`src/rtl/bdp_pkg.sv`:
```
package bdp_pkg;
   typedef enum logic [2:0] {
      BDP_FALL = 3'd0,
      BDP_JUMP = 3'd1,
      BDP_BACK = 3'd2,
      BDP_LAST = 3'd3,
      BDP_HYST = 3'd4
   } bdp_mode_e;

   localparam int unsigned BDP_CTR_W = 2;
endpackage

```
`src/rtl/bdp_ctr_next.sv`:
```
module bdp_ctr_next #(
   parameter int unsigned W = 2
) (
   input  logic [W-1:0] cur_i,
   input  logic         taken_i,
   input  logic         last_mode_i,
   output logic [W-1:0] nxt_o
);
   localparam logic [W-1:0] TOP = {W{1'b1}};
   localparam logic [W-1:0] BOT = '0;

   always_comb begin
      if (last_mode_i)
         nxt_o = {W{taken_i}};
      else if (taken_i)
         nxt_o = (cur_i == TOP) ? TOP : cur_i + 1'b1;
      else
         nxt_o = (cur_i == BOT) ? BOT : cur_i - 1'b1;
   end
endmodule

```
`src/rtl/bdp_table.sv`:
```
module bdp_table #(
   parameter int unsigned IDX_W = 6,
   parameter int unsigned W     = 2
) (
   input  logic             clk,
   input  logic             rst_n,
   input  logic [IDX_W-1:0] rd_a_idx_i,
   output logic [W-1:0]     rd_a_q_o,
   input  logic [IDX_W-1:0] rd_b_idx_i,
   output logic [W-1:0]     rd_b_q_o,
   input  logic             wr_en_i,
   input  logic [IDX_W-1:0] wr_idx_i,
   input  logic [W-1:0]     wr_d_i
);
   localparam int unsigned DEPTH = 1 << IDX_W;

   logic [W-1:0] ent_q [DEPTH];

   for (genvar g = 0; g < DEPTH; g++) begin : g_ent
      always_ff @(posedge clk) begin
         if (!rst_n)
            ent_q[g] <= '0;
         else if (wr_en_i && wr_idx_i == IDX_W'(g))
            ent_q[g] <= wr_d_i;
      end
   end

   assign rd_a_q_o = ent_q[rd_a_idx_i];
   assign rd_b_q_o = ent_q[rd_b_idx_i];
endmodule

```
`src/rtl/bdir_predictor.sv`:
```
module bdir_predictor
   import bdp_pkg::*;
#(
   parameter int unsigned PC_W  = 32,
   parameter int unsigned IDX_W = 6
) (
   input  logic            clk,
   input  logic            rst_n,
   input  logic [2:0]      mode_i,
   input  logic [PC_W-1:0] lk_pc_i,
   input  logic [PC_W-1:0] lk_target_i,
   output logic            pred_taken_o,
   output logic [PC_W-1:0] next_pc_o,
   input  logic            rs_valid_i,
   input  logic [PC_W-1:0] rs_pc_i,
   input  logic            rs_taken_i
);
   localparam int unsigned IDX_LO = 2;
   localparam int unsigned IDX_HI = IDX_LO + IDX_W - 1;

   initial begin
      if (IDX_W < 1 || IDX_W > 12)
         $error("IDX_W must lie in 1..12");
      if (PC_W < IDX_HI + 1)
         $error("PC_W too narrow for the index field");
   end

   bdp_mode_e mode;
   assign mode = bdp_mode_e'(mode_i);

   logic [IDX_W-1:0]     lk_idx, rs_idx;
   logic [BDP_CTR_W-1:0] lk_ent, rs_ent, rs_nxt;
   logic                 is_last, wr_en;

   assign lk_idx  = lk_pc_i[IDX_HI:IDX_LO];
   assign rs_idx  = rs_pc_i[IDX_HI:IDX_LO];
   assign is_last = (mode == BDP_LAST);
   assign wr_en   = rs_valid_i && (mode == BDP_LAST || mode == BDP_HYST);

   bdp_table #(.IDX_W(IDX_W), .W(BDP_CTR_W)) u_tbl (
      .clk        (clk),
      .rst_n      (rst_n),
      .rd_a_idx_i (lk_idx),
      .rd_a_q_o   (lk_ent),
      .rd_b_idx_i (rs_idx),
      .rd_b_q_o   (rs_ent),
      .wr_en_i    (wr_en),
      .wr_idx_i   (rs_idx),
      .wr_d_i     (rs_nxt)
   );

   bdp_ctr_next #(.W(BDP_CTR_W)) u_nxt (
      .cur_i       (rs_ent),
      .taken_i     (rs_taken_i),
      .last_mode_i (is_last),
      .nxt_o       (rs_nxt)
   );

   always_comb begin
      case (mode)
         BDP_JUMP: pred_taken_o = 1'b1;
         BDP_BACK: pred_taken_o = (lk_target_i < lk_pc_i);
         BDP_LAST,
         BDP_HYST: pred_taken_o = lk_ent[BDP_CTR_W-1];
         default:  pred_taken_o = 1'b0;
      endcase
   end

   assign next_pc_o = pred_taken_o ? lk_target_i : lk_pc_i + PC_W'(4);
endmodule

```
`config.mk`:
```
export PLATFORM = sky130hd
export DESIGN_NAME = bdir_predictor
export DESIGN_NICKNAME = d
export VERILOG_FILES = /design/src/rtl/bdp_pkg.sv /design/src/rtl/bdp_ctr_next.sv /design/src/rtl/bdp_table.sv /design/src/rtl/bdir_predictor.sv
export SDC_FILE = /design/constraint.sdc
export NUM_CORES = 1
export LEC_CHECK = 0
export BUFFER_PORTS_ARGS = -buffer_cell sky130_fd_sc_hd__buf_4
export CAP_MARGIN = 10
export CORE_ASPECT_RATIO = 1.2
export CORE_MARGIN = 2
export CORE_UTILIZATION = 30
export CTS_BUF_LIST = sky130_fd_sc_hd__clkbuf_4 sky130_fd_sc_hd__clkbuf_8
export DETAILED_ROUTE_END_ITERATION = 7
export HOLD_SLACK_MARGIN = 0.03
export PLACE_DENSITY_LB_ADDON = 0.08
export SYNTH_ARGS = -nofsm -noshare
export SYNTH_HDL_FRONTEND = slang
export SYNTH_SLANG_ARGS = --single-unit
export TNS_END_PERCENT = 10
```
`constraint.sdc`:
```
create_clock -name clk -period 11.38 [get_ports clk]
set_clock_uncertainty 0.05 [all_clocks]
set_input_delay 2.845 -clock clk [delete_from_list [all_inputs] [get_ports clk]]
set_output_delay 2.845 -clock clk [all_outputs]
set_load 0.01 [all_outputs]
```
==> key figures <==
Synthesis
  – Ys flop type: edfxtp_1
  – Async SR Flop Fraction: 0%
  – Top-area cell type share of the netlist area: 43.9%
  – Yosys top cell by area: edfxtp_1
  – Yosys cell types: 50
  – Synthesized area: 8750 um2
  – Post-synthesis sequential area ratio: 43.9%
  – Area contributors post-synth: edfxtp_1 44%, mux4_2 11%, nor3_1 7.7%
  – Synth Instances: 773
  – Seq cells post-synth: 128
  – Avg Cell Area, Syn: 11.3 um2
  – Warnings, synthesis: 0
  – Number of flops mapped to enable cells by yosys: 128
  – Syn nets: 908

Timing
  – Setup TNS: 0 ps
  – Tcrit/Tclk final: 79.5%
  – Hold Fails Final Rpt: 0
  – Final worst slack: 2340 ps
  – Final-report max-slew violation count: 0
  – Setup violators final: 0
  – Slew HR: 25.7%
  – Least-Margin Pin Slew: 1110 ps
  – Achievable Freq: 111 MHz
  – RSZ-0062 raised after global routing: no
  – Fin crit period: 9040 ps

Layout
  – Multi-input gate area: 4380 um2
  – Fill count: 2906
  – Biggest regs: u_tbl.ent_q: 128 flops
  – Register Area: 3840 um2
  – Design area: 10100 um2
  – Most common cell after layout, fill and taps aside: nor3_1
  – Ratio of cells with drive above 1 in the final layout: 28.0%
  – Layout Nets: 964
  – Diodes inserted: 0
  – Biggest register: u_tbl.ent_q
  – Leading cell types in the layout, fill and taps excluded: 135 x nor3_1, 128 x edfxtp_1, 115 x buf_4
  – Largest register FFs: 128
  – Area growth syn-to-layout: 15.8%

Placed design
  – DP Area: 9710 um2
  – DP Worst Slack: 2230 ps
  – Routability cong.: 0.761
  – Number of port buffers: 109
  – Post-DP HPWL: 18400 um

Clock network
  – Hold_buf cts: 0
  – Root Buffer: clkbuf_8
  – Clock Path Buffers: 2
  – CTS tree: yes
  – Sink Count: 128
  – Total setup buffers inserted after CTS: 0
  – H-tree depth: 4
  – Worst skew pair latency: 450 ps
  – Clock Pin Slew Worst Setup and Hold Paths: 80 ps
  – CTS resizes: 0
  – Cts bufs inserted: 17

Floorplanning
  – Std-Cell Rows: 68
  – Die X: 160 um
  – Initial Util: 30.4%
  – IO Pins: 136
  – DIE HEIGHT: 191 um
  – Core area: 28800 um2
  – Die area: 30600 um2

Setup path
  – Reg2reg path depth: 8
  – Worst path required time: 8490 ps
  – Reg-to-reg endpoint: u_tbl.ent_q[9][0]$_SDFFCE_PN0P_
  – R2R Path Start: u_tbl.ent_q[15][1]$_SDFFCE_PN0P_
  – Most common cell on crit path: buf_4
  – Critical-path cell list: buf_4 > clkinv_1 > ha_1 > nand4_1 > o311ai_0 > a211o_1 > a211oi_1 > nor4_4 > buf_4 > mux2_2 > buf_4
  – Crit Path Max Fanout: 33
  – Critical Path End Type: output port
  – Critical path launch point type: input pin
  – Crit path largest cell delay: 540 ps
  – Reg-to-reg slack, setup: 7760 ps
  – Crit path DAT: 6150 ps
  – Slowest stage cell, crit path: o311ai_0
  – WS Path Type: input pin to output port

Global route
  – First-pass GRT wire length: 40600 um
  – Antenna violations before repair: 0
  – Largest net degree at the start of global routing: 69
  – GRT Overall Usage: 17.5%
  – GR Overflow Total: 0
  – Number of global-route vias before repair: 6900

Min path
  – Hold path depth: 6
  – Worst hold start: u_tbl.ent_q[47][0]$_SDFFCE_PN0P_
  – Hold endpoint: u_tbl.ent_q[34][1]$_SDFFCE_PN0P_
  – Hold Crit Class: flop to flop

Run
  – Max-Cap Viols: 0

Pwr
  – Comb pwr share: 20.5%
  – NetSw: 0.342 mW
  – P_int: 0.864 mW
  – Leakage power: 3.69 nW
  – Sw frac: 28.4%
  – Share of total power in the clock network: 34.8%
  – Peak supply drop: 0.0736 mV
  – Power Density: 119 nW/um2
  – Reg power frac: 44.8%
  – Design Power: 1.21 mW

Route
  – # DRC: 0
  – WL met3: 1060 um
  – Vias: 6488
  – Starting DRT DRC Count: 421
  – TritonRoute pass-1 iters: 5
  – Avg WL per Cell: 21.4 um
  – Drt total wl: 26300 um
  – WL met1: 11400 um
  – Post-DRT Antenna Nets: 0
  – Metal2 WL: 13500 um
  – DR top layer: met4
  – DR vias/cell: 5.29

Run status
  – Status: finished, final reports clean
-- worst max path at each step --
stage                     cells past startpoint       endpoint  startpoint  slack [ps]
final                                        11   next_pc_o[1]  lk_pc_i[5]        2340
after global routing                         11   next_pc_o[1]  lk_pc_i[5]        2090
after CTS                                    11   next_pc_o[1]  lk_pc_i[5]        2200
after detailed placement                     11   next_pc_o[1]  lk_pc_i[5]        2230
after global placement                       11   next_pc_o[1]  lk_pc_i[5]        2260
after floorplan                              12  next_pc_o[10]  lk_pc_i[3]        2990
-- kinds of logic after synthesis --
family	Yosys count	synth area share (%)
adder cells (fa/ha/maj)	32	4.58
multiplexers	98	20.2
AND/OR/NAND/NOR	260	15.1
AO/OA/AOI/OAI	112	7.16
buffers and inverters	115	6.15
flip-flops	128	43.9
XOR/XNOR	28	2.80
-- through the flow --
step                hold slack (ps)  cells  utilization, %
global route                   1630   1227            35.2
global placement               1500   1195            33.8
CTS                            1540   1227            35.2
detailed placement             1530   1195            33.8
finish                         1550   1227            35.2
floorplan                      1280    773               -
-- routing by layer --
| metal | up-vias | track usage, % |
|---|---|---|
| met5 | - | 0 |
| met4 | 0 | 4.78 |
| met3 | 18 | 3.06 |
| met2 | 188 | 31.6 |
| met1 | 3218 | 21.5 |
| li1 | 3064 | - |
-- critical path, delay by kind of cell --
| kind | cells | cell delay, ps |
|---|---|---|
| mux | 1 | 410 |
| fa+ha+maj | 1 | 450 |
| simple gates | 2 | 380 |
| buf+inv | 4 | 1180 |
| compound gates | 3 | 880 |
-- area by class of cell --
cell class | instances | area share (%)
inverters | 37 | 1.37
multi-input cells | 530 | 43.3
flip-flops and latches | 128 | 37.9
clock buffers | 18 | 2.38
repair buffers | 115 | 8.52
clock inverters | 14 | 1.78
well taps | 385 | 4.75
-- Yosys cell counts, types with 5 or more instances --
master / count
nor3_1: 135
edfxtp_1: 128
o21ai_0: 74
clkbuf_1: 46
mux4_2: 43
nand2_1: 41
inv_1: 36
ha_1: 32
mux2_4: 29
xnor2_1: 27
nor2_1: 18
buf_2: 16
nand4_1: 16
nand3_1: 15
a21oi_1: 14
mux2i_1: 12
buf_6: 10
and3_1: 8
mux2_2: 8
mux4_1: 6
nor3b_1: 5
o22ai_1: 5
-- power groups by stage --
stage	logic [mW]	registers (mW)	clock network (mW)
floorplan	0.165	0.547	0
global placement	0.246	0.550	0
detailed placement	0.250	0.551	0
CTS	0.250	0.540	0.428
global route	0.268	0.542	0.450
finish	0.247	0.540	0.419
(Power assumes the default switching activity.)
